==> config.mk <==
export PLATFORM = sky130hd
export DESIGN_NAME = cawdt_top
export DESIGN_NICKNAME = d
export VERILOG_FILES = /design/src/rtl/cawdt_pkg.sv /design/src/rtl/cawdt_cfg.sv /design/src/rtl/cawdt_counter.sv /design/src/rtl/cawdt_guard.sv /design/src/rtl/cawdt_top.sv
export SDC_FILE = /design/constraint.sdc
export NUM_CORES = 1
export LEC_CHECK = 0
export BUFFER_PORTS_ARGS = -buffer_cell sky130_fd_sc_hd__buf_2
export CORE_MARGIN = 4
export CORE_UTILIZATION = 55
export CTS_CLUSTER_SIZE = 12
export DETAILED_ROUTE_END_ITERATION = 16
export PLACE_DENSITY = 0.82
export SYNTH_ARGS = -nofsm -noshare
export SYNTH_HDL_FRONTEND = slang
export SYNTH_SLANG_ARGS = --single-unit
==> constraint.sdc <==
create_clock -name clk -period 4.68 [get_ports clk]
set_clock_uncertainty 0.05 [all_clocks]
set_input_delay 1.404 -clock clk [delete_from_list [all_inputs] [get_ports clk]]
set_output_delay 1.404 -clock clk [all_outputs]
set_load 0.01 [all_outputs]
==> src/rtl/cawdt_pkg.sv <==
package cawdt_pkg;
  localparam int ADDR_W = 3;

  typedef enum logic [ADDR_W-1:0] {
    RA_CFG  = 3'd0,
    RA_RUN  = 3'd1,
    RA_CLO  = 3'd2,
    RA_CHI  = 3'd3,
    RA_OFS  = 3'd4,
    RA_DLN  = 3'd5,
    RA_MODE = 3'd6,
    RA_NONE = 3'd7
  } reg_addr_e;

  // code reported by the mode register while the watchdog owns the module
  localparam logic [7:0] MODE_SWTMR = 8'h49;

  typedef struct packed {
    logic [2:0] clksel;
    logic       idle;
    logic       wd_en;
  } cfg_t;

  localparam int CFG_W = $bits(cfg_t);
  localparam cfg_t CFG_RST = '{clksel: 3'd0, idle: 1'b0, wd_en: 1'b1};
endpackage

==> src/rtl/cawdt_cfg.sv <==
module cawdt_cfg
  import cawdt_pkg::*;
#(
  parameter int BYTE_W = 8
) (
  input  logic              clk,
  input  logic              clr,
  input  logic              we_cfg,
  input  logic              we_run,
  input  logic              we_mode,
  input  logic [BYTE_W-1:0] wr_data,
  output cfg_t              cfg,
  output logic              sw_run,
  output logic [BYTE_W-1:0] mode_rd
);
  localparam logic [BYTE_W-1:0] SWT = BYTE_W'(MODE_SWTMR);

  logic [BYTE_W-1:0] mode_q;
  cfg_t              wr_cfg;
  logic              disable_ok;

  assign wr_cfg     = cfg_t'(wr_data[CFG_W-1:0]);
  assign disable_ok = !wr_cfg.wd_en &&
                      (wr_cfg.clksel == cfg.clksel) && (wr_cfg.idle == cfg.idle);

  always_ff @(posedge clk) begin
    if (clr) begin
      cfg    <= CFG_RST;
      sw_run <= 1'b0;
      mode_q <= '0;
    end else begin
      if (we_cfg) begin
        if (!cfg.wd_en) cfg <= wr_cfg;
        else if (disable_ok) cfg.wd_en <= 1'b0;
      end
      if (we_run) sw_run <= wr_data[0];
      if (we_mode && !cfg.wd_en) mode_q <= wr_data;
    end
  end

  assign mode_rd = cfg.wd_en ? SWT : mode_q;
endmodule

==> src/rtl/cawdt_counter.sv <==
module cawdt_counter #(
  parameter int CNT_W = 16
) (
  input  logic               clk,
  input  logic               clr,
  input  logic               run,
  input  logic               tick,
  input  logic               lock,
  input  logic               we_lo,
  input  logic               we_hi,
  input  logic [CNT_W/2-1:0] wr_data,
  output logic [CNT_W-1:0]   cnt,
  output logic               lo_ovf
);
  localparam int BYTE_W = CNT_W / 2;

  logic wr_any;
  assign wr_any = !lock && (we_lo || we_hi);
  assign lo_ovf = run && tick && (&cnt[BYTE_W-1:0]);

  always_ff @(posedge clk) begin
    if (clr) begin
      cnt <= '0;
    end else if (wr_any) begin
      if (we_lo) cnt[BYTE_W-1:0]     <= wr_data;
      if (we_hi) cnt[CNT_W-1:BYTE_W] <= wr_data;
    end else if (run && tick) begin
      cnt <= cnt + 1'b1;
    end
  end
endmodule

==> src/rtl/cawdt_guard.sv <==
module cawdt_guard #(
  parameter int BYTE_W = 8
) (
  input  logic              clk,
  input  logic              clr,
  input  logic              wd_en,
  input  logic              we_ofs,
  input  logic              we_dln,
  input  logic [BYTE_W-1:0] wr_data,
  input  logic [BYTE_W-1:0] cnt_hi,
  input  logic              lo_ovf,
  output logic [BYTE_W-1:0] offset,
  output logic [BYTE_W-1:0] deadline,
  output logic              fire
);
  logic [BYTE_W-1:0] reload;
  assign reload = cnt_hi + offset;
  assign fire   = wd_en && lo_ovf && (deadline == cnt_hi);

  always_ff @(posedge clk) begin
    if (clr) begin
      offset   <= '0;
      deadline <= '0;
    end else begin
      if (we_ofs) offset <= wr_data;
      if (we_dln) deadline <= wd_en ? reload : wr_data;
    end
  end
endmodule

==> src/rtl/cawdt_top.sv <==
module cawdt_top
  import cawdt_pkg::*;
#(
  parameter int CNT_W = 16
) (
  input  logic                 clk,
  input  logic                 rst,
  input  logic                 tick,
  input  logic                 wr_en,
  input  logic [ADDR_W-1:0]    wr_addr,
  input  logic [CNT_W/2-1:0]   wr_data,
  input  logic [ADDR_W-1:0]    rd_addr,
  output logic [CNT_W/2-1:0]   rd_data,
  output logic                 wdt_reset
);
  localparam int BYTE_W = CNT_W / 2;

  reg_addr_e         wa, ra;
  logic              clr, fire, lo_ovf, sw_run, wd_en;
  cfg_t              cfg;
  logic [BYTE_W-1:0] mode_rd, offset, deadline;
  logic [CNT_W-1:0]  cnt;
  logic [BYTE_W-1:0] rd_next;

  assign wa    = reg_addr_e'(wr_addr);
  assign ra    = reg_addr_e'(rd_addr);
  assign clr   = rst || fire;
  assign wd_en = cfg.wd_en;

  cawdt_cfg #(.BYTE_W(BYTE_W)) u_cfg (
    .clk(clk), .clr(clr),
    .we_cfg(wr_en && wa == RA_CFG),
    .we_run(wr_en && wa == RA_RUN),
    .we_mode(wr_en && wa == RA_MODE),
    .wr_data(wr_data), .cfg(cfg), .sw_run(sw_run), .mode_rd(mode_rd)
  );

  cawdt_counter #(.CNT_W(CNT_W)) u_cnt (
    .clk(clk), .clr(clr), .run(sw_run || wd_en), .tick(tick), .lock(wd_en),
    .we_lo(wr_en && wa == RA_CLO), .we_hi(wr_en && wa == RA_CHI),
    .wr_data(wr_data), .cnt(cnt), .lo_ovf(lo_ovf)
  );

  cawdt_guard #(.BYTE_W(BYTE_W)) u_guard (
    .clk(clk), .clr(clr), .wd_en(wd_en),
    .we_ofs(wr_en && wa == RA_OFS), .we_dln(wr_en && wa == RA_DLN),
    .wr_data(wr_data), .cnt_hi(cnt[CNT_W-1:BYTE_W]), .lo_ovf(lo_ovf),
    .offset(offset), .deadline(deadline), .fire(fire)
  );

  always_comb begin
    rd_next = '0;
    unique case (ra)
      RA_CFG:  rd_next = BYTE_W'(cfg);
      RA_RUN:  rd_next = BYTE_W'(sw_run);
      RA_CLO:  rd_next = cnt[BYTE_W-1:0];
      RA_CHI:  rd_next = cnt[CNT_W-1:BYTE_W];
      RA_OFS:  rd_next = offset;
      RA_DLN:  rd_next = deadline;
      RA_MODE: rd_next = mode_rd;
      default: rd_next = '0;
    endcase
  end

  always_ff @(posedge clk) begin
    if (rst) begin
      rd_data   <= '0;
      wdt_reset <= 1'b0;
    end else begin
      rd_data   <= rd_next;
      wdt_reset <= fire;
    end
  end
endmodule

== Yosys cells after proc, flatten, opt, wreduce, memory -nomap -nowiden ==
Index checks and enable logic that the tools add are counted.
Word-level totals
  register bits: 55
  input bits: 18
  logic and storage cells: 67
Cells by class
  add/sub/neg operators: 2
  equality and inequality tests: 17
  mux-type cells: 9
  bitwise gates (word level): 1
  reductions and logical operators: 27
Operator list (number)
  $pmux 8 s7: 1
  $mux 16: 2
  $mux 8: 4
  $eq 3x3->1 const B: 6
  $add 16x1->16 const B: 1
  $logic_and 1x1->1: 15
  $eq 3x2->1 const B: 4
  $add 8x8->8: 1
  $eq 8x8->1: 1
  $reduce_and 8->1: 1
  $eq 3x1->1 const B: 2
  $logic_not 3->1: 2
  $reduce_and 2->1: 3
  $ne 2x1->1 const B: 2
  $eq 3x3->1: 1
  $logic_or 1x1->1: 3
  $logic_not 1->1: 2
  $mux 1: 2
  $reduce_bool 2->1: 1
  $eq 1x1->1: 1
  $not 1->1: 1

== Depth between registers and ports, before layout ==
Gate-level depths: netlist of the first run.
  depth in word-level cells: 6
  mapped depth: 8

== Cells and area by module ==
A second synthesis of the first run with hierarchy kept.
Second synthesis, totals
  cell total of the unflattened synthesis: 427
  area total of the unflattened synthesis: 3606.0 sq um
Modules (own cells, without submodules)
  cawdt_counter: times used 1, cells an instance 141, area each 1131.1 sq um, sequential area each 320.3 sq um
  cawdt_guard: times used 1, cells an instance 121, area each 1051.0 sq um, sequential area each 320.3 sq um
  cawdt_top: times used 1, cells an instance 93, area each 793.3 sq um, sequential area each 180.2 sq um
  cawdt_cfg: times used 1, cells an instance 72, area each 630.6 sq um, sequential area each 280.3 sq um

== Least setup slack after synthesis of the first run ==
Ideal clock, no wire load.
  kind: input to register
  start point: input wr_addr[2]
  end point: register u_cnt.cnt[0]
  arrival time: 2.411 ns
  required time: 4.527 ns
  path slack: 2.116 ns
  cell stages on the path: 6
  path through: and4bb_4 > nand2b_1 > buf_2 > nand2_2 > nor2_1 > a2111oi_2
Between the ends
  longest elaborated chain between the ends: 6
  elaborated cells on any way between the ends: 10
  those cells by class: eq/ne: 3; mux: 1; reduce/logical: 6
Ends and longest elaborated chain
  start: declaration: line cawdt_top.sv:10  | input logic [ADDR_W-1:0] wr_addr,
  $eq 3x2->1: line cawdt_top.sv:40  | .we_lo(wr_en && wa == RA_CLO), .we_hi(wr_en && wa == RA_CHI),
  $logic_and 1x1->1: line cawdt_top.sv:40
  $logic_or 1x1->1: line cawdt_counter.sv:18  | assign wr_any = !lock && (we_lo || we_hi);
  $logic_and 1x1->1: line cawdt_counter.sv:18
  $ne 2x1->1 (no source line) / $reduce_bool 2->1 (equally long branches)
  $reduce_and 2->1 (no source line)
  end signal: indexed assignment: line cawdt_counter.sv:25  | if (we_lo) cnt[BYTE_W-1:0] <= wr_data;
  end signal: indexed assignment: line cawdt_counter.sv:26  | if (we_hi) cnt[CNT_W-1:BYTE_W] <= wr_data;
  end signal: assignment: line cawdt_counter.sv:28  | cnt <= cnt + 1'b1;
  end: declaration: line cawdt_counter.sv:12  | output logic [CNT_W-1:0] cnt,
Several ways; a longest one is shown, not always the timed one.
A chain may end at the register's enable or synchronous reset.

== Final worst setup path of the first run ==
  start point: input wr_addr[2]
  end point: register u_cfg.mode_q[4]
Between the ends
  longest elaborated chain between the ends: 3
Ends and longest elaborated chain
  $eq 3x3->1: line cawdt_top.sv:34  | .we_mode(wr_en && wa == RA_MODE),
  $logic_and 1x1->1: line cawdt_top.sv:34
  $logic_and 1x1->1: line cawdt_cfg.sv:37  | if (we_mode && !cfg.wd_en) mode_q <= wr_data;
  end signal: assignment: line cawdt_cfg.sv:37
  end: declaration: line cawdt_cfg.sv:18  | logic [BYTE_W-1:0] mode_q;
Every way passes these cells.

==> results, run 1 <==
- Of the cells placed in the final design, the portion with a size suffix greater than 1 is 13.6%.
- The via count of the first global-routing pass is roughly 2900.
- The layout has roughly 550 filler cells.
- The number of synthesized flops with an enable pin is 0.
- For the finished layout, the period the worst path requires is 2970 ps.
- The final global-route overflow total is 0.
- The most area-hungry cell type in the Yosys netlist is sky130_fd_sc_hd__dfxtp_1.
- After synthesis, the netlist uses 59 different library cells.
- The endpoint kind of the worst setup timing path is a flop.
- The die span in x is between 80 and 90 um.
- Setup violations remaining at the end of the flow were counted as 0.
- The final count of hold timing violations is 0.
- The maximum fanout along the worst path is 8.
- The maximum level of the CTS H-tree is 2.
- The transition time at the pin with the least slew margin is 1290 ps.
- Relative to the synthesized area, the layout overhead comes to 4.94%.
- The number of cells on the worst reg-to-reg path is 7.
- After technology mapping, the gate count stands at roughly 410.
- The static leakage is 1.36 nW.
- Setup repair after global routing left no endpoint under its margin.
- The predominant post-synthesis flop cell is sky130_fd_sc_hd__dfxtp_1.
- Post-CTS timing repair inserted 0 buffers for setup.
- The remaining antenna violation count is 0.
- The cell sitting at the root of the clock tree is a sky130_fd_sc_hd__clkbuf_8.
- The path class of the lowest-slack min-delay path is flop to flop.
- In this run the power density over the cells is between 200 and 250 mW/mm2.
- The data arrival at the endpoint of the critical path is 3080 ps.
- The footprint of the flip-flops and latches is about 0.0011 mm2.
- Combinational cells account for a little over a tenth of the total power.
- Of the total power, registers draw 57.8%.
- 0 antenna diodes ended up in the layout.
- The core region area is approximately 0.0059 mm2.
- The run finished with clean final reports.
- The clock passes through at most 2 buffers.
- Of the total power, the clock network draws about 31%.
- The critical path in this run is classified as input port to flop.
- Setup total negative slack on the finished layout was measured at 0 ps.
- The detailed router finished its first iteration with around 280 violations.
- Routability-driven placement finished with a final weighted congestion of 0.922.
- In the post-synthesis netlist, the biggest area contributors are sky130_fd_sc_hd__dfxtp_1 (33%), sky130_fd_sc_hd__nor2_1 (5.5%), sky130_fd_sc_hd__mux2i_1 (5.4%).
- The routed layout has between 3000 and 4000 vias.
- The first global-routing pass estimated between 10000 and 15000 um of wire.
- After floorplanning, the core was divided into 28 placement rows.
- During I/O placement, the number of pins put on the boundary was 27.
- Entering global routing, the biggest net connects 27 pins.
- After synthesis the cells add up to roughly 0.0033 mm2.
- The overall routed net length is 8840 um.
- The later pin in the worst-skew pair is clocked with a latency of between 300 and 400 ps.
- The routed wirelength normalized by instance count is roughly 18 um.
- The number of pins with negative max-slew slack in the final report was 0.
- Of all flip-flops after synthesis, the portion carrying an async set or reset was 0%.
- Synthesis produced a netlist with a net count of between 400 and 500.
- After synthesis, the mean cell area works out to approximately 8.2 um2.
- In the final layout, the multi-input gates occupy between 0.002 and 0.0025 mm2.
- The type of element launching the critical path is an input port.
- The synthesized design devotes to its leading area cell type around a third of total area.
- After clock tree synthesis, the clock-pin slew on the worst setup and hold paths is roughly 100 ps.
- Global routing used roughly 25% of the available tracks across all layers.
- The clock net sink count is 55.
- The floorplan step set the die height to roughly 86 um.
- The flip-flop and latch count after synthesis is 55.
- The data required time of the critical path is between 4000 and 5000 ps.
- The total power of the final layout is approximately 0.00084 W.
- After clock tree synthesis, the repair step resized 0 gates.
- The sequential-to-total area share from yosys stat is approximately 33%.
- For this run, the top clock speed supported by timing is between 300 and 400 MHz.
- The clock tree from TritonCTS is yes.
- In the routed layout, each cell is associated on average with a via count of between 6 and 7.
- The number of antenna violations at the first check in global routing came to 0.
- Dividing the final minimum period by the clock period gives a little under two thirds.
- The detailed placement HPWL is 6400 um.
- The power dissipated by switching net loads is between 0.0002 and 0.00025 W.
- The pre-antenna-repair detailed-routing pass consisted of 5 iterations.
- The number of warnings issued by yosys is 0.
- After the last flow step, the layout net total stands at between 400 and 500.
- The tool flagged a number of max-cap violations equal to 0.
- After the flow finishes, the layout carries non-filler instances totaling around 490.
- In this run switching power makes up 27.0% of total power.
- The number of cells on the worst hold path is 2.
- The total instance count after detailed placement is 480.
- The hold slack is 434 ps.
- The worst vdd rail ir drop is 0.000187 V.
- Headroom to the max-slew limit came out at 13.8%.
- Across all register-to-register paths, the minimum setup slack is about 1700 ps.
- The internal power of the cells totals between 0.0006 and 0.0007 W.
- The initial utilization of the core area, before any placement, comes to between 50 and 60%.
- In the routed design, unresolved DRC markers number 0.
- The quantity of hold-fixing buffers added after cts is 0.
- During placement, the flow inserted port buffers numbering 26.
- The die area is approximately 0.0074 mm2.
- The number of buffers inserted during clock tree synthesis is 5.
worst max-delay path, cell delays in order:
cell	delay (ps)
sky130_fd_sc_hd__buf_2	140
sky130_fd_sc_hd__nand2_1	100
sky130_fd_sc_hd__nor4b_2	1080
sky130_fd_sc_hd__mux2i_1	290
sky130_fd_sc_hd__nor2_1	60
routing by layer:
metal / part of all wire (%) / vias to the layer above / global-route usage [%] / wire length [um]
met5: 0 / - / 0 / 0
met4: 3.1 / 0 / 9.21 / 276
met3: 7.9 / 25 / 3.46 / 698
met2: 46 / 175 / 40.9 / 4030
met1: 43 / 1502 / 32.3 / 3830
li1: - / 1492 / - / -
kinds of logic (layout without fill, tap and decap cells):
kind of cell	Yosys count	count (layout)	synth area share [%]
adders and majority gates	9	9	3.59
and+or+nand+nor	159	159	24.6
muxes	26	26	8.42
xor gates and xnor gates	14	14	3.67
AOI/OAI and AO/OA	107	107	21.0
DFF	55	55	32.9
buffers and inverters	36	43	5.73
final timing paths:
kind | startpoint | to
max | wr_addr[2] | u_cfg.mode_q[4]$_SDFFE_PP0P_
min reg2reg | u_guard.offset[0]$_SDFFE_PP0P_ | u_guard.offset[0]$_SDFFE_PP0P_
min | u_guard.offset[0]$_SDFFE_PP0P_ | u_guard.offset[0]$_SDFFE_PP0P_
max reg2reg | u_cnt.cnt[0]$_SDFFE_PP0P_ | u_guard.deadline[0]$_SDFFE_PP0P_
layout make-up:
class,instances,share of cell area [%]
Clock buffer,6,2.07
Clock inverter,2,0.357
Inverter,7,0.749
Multi-Input combinational cell,315,58.6
Sequential cell,55,31.4
Tap cell,75,2.67
Timing Repair Buffer,28,4.14
placed cells by master (no fill, tap or decap), types with 3 or more instances in the layout:
cell type and count:
sky130_fd_sc_hd__dfxtp_1 55, sky130_fd_sc_hd__nor2_1 49, sky130_fd_sc_hd__nand2_1 37, sky130_fd_sc_hd__a21oi_1 33, sky130_fd_sc_hd__buf_2 26, sky130_fd_sc_hd__mux2i_1 18, sky130_fd_sc_hd__nor3_1 14, sky130_fd_sc_hd__xor2_1 12
sky130_fd_sc_hd__o21ai_0 12, sky130_fd_sc_hd__a31oi_1 11, sky130_fd_sc_hd__a22oi_1 10, sky130_fd_sc_hd__a211oi_1 10, sky130_fd_sc_hd__nand2b_1 9, sky130_fd_sc_hd__nand3_1 9, sky130_fd_sc_hd__ha_1 8, sky130_fd_sc_hd__inv_1 7
sky130_fd_sc_hd__a221oi_1 7, sky130_fd_sc_hd__nor2b_1 6, sky130_fd_sc_hd__mux2_2 6, sky130_fd_sc_hd__clkbuf_8 5, sky130_fd_sc_hd__and3_1 4, sky130_fd_sc_hd__o22ai_1 4, sky130_fd_sc_hd__or3_1 3, sky130_fd_sc_hd__nor4_1 3
sky130_fd_sc_hd__nand4_1 3, sky130_fd_sc_hd__and2_1 3, sky130_fd_sc_hd__and4_1 3, sky130_fd_sc_hd__a21o_1 3, sky130_fd_sc_hd__nand4b_1 3
power groups by stage:
stage	registers, W	logic [W]	clock network, W
6_report	0.000484	0.0000913	0.000263
5_1_grt	0.000486	0.0000997	0.000285
4_1_cts	0.000484	0.0000892	0.000265
3_5_place_dp	0.000495	0.0000888	0
3_3_place_gp	0.000495	0.0000868	0
2_1_floorplan	0.000494	0.0000615	0
per-stage QoR:
| step | util, % | cell area [um2] | setup WS (ps) |
|---|---|---|---|
| 2_1_floorplan | - | 3340 | 2120 |
| 3_3_place_gp | 57.8 | 3420 | 1480 |
| 3_5_place_dp | 57.8 | 3420 | 1410 |
| 4_1_cts | 59.3 | 3510 | 1740 |
| 5_1_grt | 59.3 | 3510 | 1560 |
| 6_report | 59.3 | 3510 | 1710 |
sequential cells by signal, indices dropped and copies added, names as in the netlist:
name              flops
rd_data               8
wdt_reset             1
u_cnt.cnt            16
u_guard.offset        8
u_cfg.sw_run          1
u_cfg.cfg             5
u_guard.deadline      8
u_cfg.mode_q          8
synthesized netlist by cell type, types with 2 or more instances:
master and number:
sky130_fd_sc_hd__dfxtp_1 55, sky130_fd_sc_hd__nor2_1 49, sky130_fd_sc_hd__nand2_1 37, sky130_fd_sc_hd__a21oi_1 33, sky130_fd_sc_hd__mux2i_1 18, sky130_fd_sc_hd__nor3_1 14, sky130_fd_sc_hd__buf_2 12, sky130_fd_sc_hd__o21ai_0 12
sky130_fd_sc_hd__xor2_1 12, sky130_fd_sc_hd__a31oi_1 11, sky130_fd_sc_hd__a211oi_1 10, sky130_fd_sc_hd__a22oi_1 10, sky130_fd_sc_hd__clkbuf_1 9, sky130_fd_sc_hd__nand2b_1 9, sky130_fd_sc_hd__nand3_1 9, sky130_fd_sc_hd__ha_1 8
sky130_fd_sc_hd__a221oi_1 7, sky130_fd_sc_hd__inv_1 7, sky130_fd_sc_hd__mux2_2 6, sky130_fd_sc_hd__nor2b_1 6, sky130_fd_sc_hd__buf_6 5, sky130_fd_sc_hd__and3_1 4, sky130_fd_sc_hd__o22ai_1 4, sky130_fd_sc_hd__a21o_1 3
sky130_fd_sc_hd__and2_1 3, sky130_fd_sc_hd__and4_1 3, sky130_fd_sc_hd__nand4_1 3, sky130_fd_sc_hd__nand4b_1 3, sky130_fd_sc_hd__nor4_1 3, sky130_fd_sc_hd__or3_1 3, sky130_fd_sc_hd__a211o_1 2, sky130_fd_sc_hd__a22o_1 2
sky130_fd_sc_hd__a32o_1 2, sky130_fd_sc_hd__buf_1 2, sky130_fd_sc_hd__nor2_4 2, sky130_fd_sc_hd__nor4_2 2, sky130_fd_sc_hd__o211ai_1 2, sky130_fd_sc_hd__o21a_1 2, sky130_fd_sc_hd__xnor2_1 2
Note: power is estimated with default switching activity, not from simulation.
==> run 2: changes to the inputs <==
CORE_UTILIZATION = 54   (was 55)
PLACE_DENSITY = 0.84   (was 0.82)
clock period = 2.4 ns   (was 4.68 ns; I/O delays follow)
==> run 2 against run 1 <==
  * Routed wire length grew 4.2%
  * Worst setup slack worse by 1600 ps
  * Cell area increased by 3.5%
  * Clock power is 95% higher
  * Power rose by 97%
==> results, run 2 (synthesis results as in run 1) <==
- The pin count of the biggest net entering global routing was 47 (+74%).
- The net count reported at finish is 454 (+3.4%).
- The number of core rows is 28 (unchanged).
- The cell with the biggest individual delay on the critical path is sky130_fd_sc_hd__dfxtp_1.
- The number of remaining DRC errors is 0 (unchanged).
- The maximum fanout along the worst path is 9 (+1).
- The run finished with clean final reports.
- The number of standard cells in the layout, taps in and fillers out came to 503 (+3.1%).
- The total negative setup slack came to 0 ps (unchanged).
- The number of antenna violations at the first check in global routing was 0 (unchanged).
- The maximum clock frequency is 443 MHz.
- The max-cap check violation count is 0 (unchanged).
- The final global-route overflow total is 0 (unchanged).
- The worst vdd rail ir drop was 0.000392 V (+110%).
- The critical path in this run is classified as flop to flop.
- The register with the most flip-flops in the final layout is u_cnt.cnt.
- The quantity of hold-fixing buffers added after cts came to 0 (unchanged).
- The global router's overall resource usage is 26.1% (+1.5 points).
- The static leakage is 1.44 nW (+6.0%).
- The number of fill cells was 557 (+1.8%).
- The transition time at the pin with the least slew margin is 649 ps (-640 ps).
- The worst slew slack as a fraction of its limit came to 56.3% (+43 points).
- The critical path goes through ha_1 > inv_1 > fa_1 > nor2b_1 > o21ai_0 > and4_1 > nor3_1 > a211oi_1.
- The number of gates given a new drive strength after cts is 0 (unchanged).
- Setup repair after global routing left no endpoint under its margin.
- The overall routed net length is 9210 um (+4.2%).
- The share of cells above drive strength 1 came to 16.4% (+2.8 points).
- The cell chosen for the clock root is sky130_fd_sc_hd__clkbuf_8.
- The number of flip-flops in the largest register was 16 (unchanged).
- The data arrival at the endpoint of the critical path was 2410 ps (-670 ps).
- The number of pins with negative max-slew slack in the final report came to 0 (unchanged).
- The number of antenna repair diodes is 0 (unchanged).
- The post-detailed-route via-to-cell ratio is 6.37 (-2.7%).
- The routed wirelength normalized by instance count is 18.3 um (+1.1%).
- The data required time of the critical path was 2550 ps (-2250 ps).
- The final count of hold timing violations was 0 (unchanged).
- The I/O pin total was 27 (unchanged).
- The detailed-route via count is 3204 (+0.31%).
- The core region area came to 0.00596 mm2 (+0.59%).
- The number of port buffers came to 26 (unchanged).
- Leaving out fill and tap cells, the most frequent cell in the layout is sky130_fd_sc_hd__dfxtp_1.
- The die span in x was 86.7 um (+0.84%).
- The path class of the lowest-slack min-delay path is flop to flop.
- The global placement routability congestion is 0.964 (+4.6%).
- The via count of the first global-routing pass is 3071 (+6.3%).
- The final setup violation count came to 0 (unchanged).
- The remaining antenna violation count is 0 (unchanged).
- The number of buffers inserted during clock tree synthesis is 5 (unchanged).
- The biggest cell delay along the critical path is 500 ps (-580 ps).
- The area growth from synthesis to layout is 8.57%.
- In the finished design, the share of the clock period the worst path needs comes to a little over nine tenths.
- The first-pass detailed-route iteration total is 5 (unchanged).
- The maximum level of the CTS H-tree is 2 (unchanged).
- The total instance count after detailed placement is 495 (+3.1%).
- The clock net sink count came to 55 (unchanged).
- The post-route minimum period is between 2000 and 2500 ps.
- The clock latency of the later-clocked register in the worst-skew pair came to 310 ps (about the same).
- The clock tree buffer depth is 2 (unchanged).
- Leaving out fill and tap cells, the most frequent cells in the layout are sky130_fd_sc_hd__dfxtp_1 (55), sky130_fd_sc_hd__nor2_1 (49), sky130_fd_sc_hd__nand2_1 (37).
- STA classifies the critical path endpoint as a flop.
- The die area was 0.00751 mm2 (+1.7%).
- The initial cell density of the core is 56.1% (-0.33 points).
- The wire length of the first global-routing pass is 15400 um (+6.8%).
- The starting DRC count in detailed routing is 276 (-0.72%).
- The clock-pin slew of the registers on the worst-case setup and hold paths is 100 ps (about the same).
- The power density of the placed cells is 454 mW/mm2 (+90%).
- The height of the die is 86.7 um (+0.84%).
- The post-CTS repair timing setup buffer count is 0 (unchanged).
- TritonCTS built the clock tree.
- The type of element launching the critical path is a flop.
- The detailed placement HPWL was 6820 um (+6.6%).
run 2: changes by cell type in the layout (fill, tap and decap cells not counted):
cell / previous run / this run
sky130_fd_sc_hd__clkinvlp_4: 1 / 0
sky130_fd_sc_hd__buf_4: 2 / 16
sky130_fd_sc_hd__buf_12: 0 / 1
sky130_fd_sc_hd__clkbuf_1: 1 / 2
run 2: critical path, delay by kind of cell, from the launching register on:
family / cells / cell delay, ps
adders and majority gates: 2 / 690
and+or+nand+nor: 3 / 610
DFF: 1 / 500
AOI/OAI and AO/OA: 2 / 230
buffers and inverters: 1 / 70
run 2: final timing paths:
check	slack (ps)	end	startpoint	cells past startpoint
setup reg to reg	140	u_guard.deadline[4]$_SDFFE_PP0P_	u_cnt.cnt[8]$_SDFFE_PP0P_	8
setup / recovery	140	u_guard.deadline[4]$_SDFFE_PP0P_	u_cnt.cnt[8]$_SDFFE_PP0P_	8
hold / removal	440	u_guard.offset[7]$_SDFFE_PP0P_	u_guard.offset[7]$_SDFFE_PP0P_	2
hold reg to reg	440	u_guard.offset[7]$_SDFFE_PP0P_	u_guard.offset[7]$_SDFFE_PP0P_	2
run 2: final cells by class:
cell class	instances	area [um2]	area share (%)
Clock buffer	7	76.3	2.10
Clock inverter	1	5.00	0.138
Inverter	7	26.3	0.724
Multi-Input combinational cell	315	2060	56.7
Sequential cell	55	1100	30.3
Tap cell	75	93.8	2.59
Timing Repair Buffer	43	270	7.45
run 2: where the power goes:
part | switching, W | internal, W | total (W)
clock network | 0.000307 | 0.000206 | 0.000513
logic | 0.000120 | 0.0000702 | 0.000190
registers | 0.0000174 | 0.000928 | 0.000945
total | 0.000444 | 0.00120 | 0.00165
run 2: stage by stage:
step	total power (W)	utilization [%]	worst slack (ps)	hold slack (ps)	instance area, um2
final	0.00165	60.9	143	441	3630
after global routing	0.00171	60.9	10.1	476	3630
after CTS	0.00165	60.9	163	439	3630
after detailed placement	0.00115	59.6	206	426	3550
after global placement	0.00115	59.6	223	421	3550
after floorplan	0.00108	-	520	398	3340
run 2: metal layers:
layer | wire length [um] | part of all wire (%) | track usage [%]
met5 | 0 | 0 | 0
met2 | 4160 | 45 | 41.6
met1 | 3810 | 41 | 34.9
met4 | 343 | 3.7 | 10.8
met3 | 897 | 9.7 | 4.75
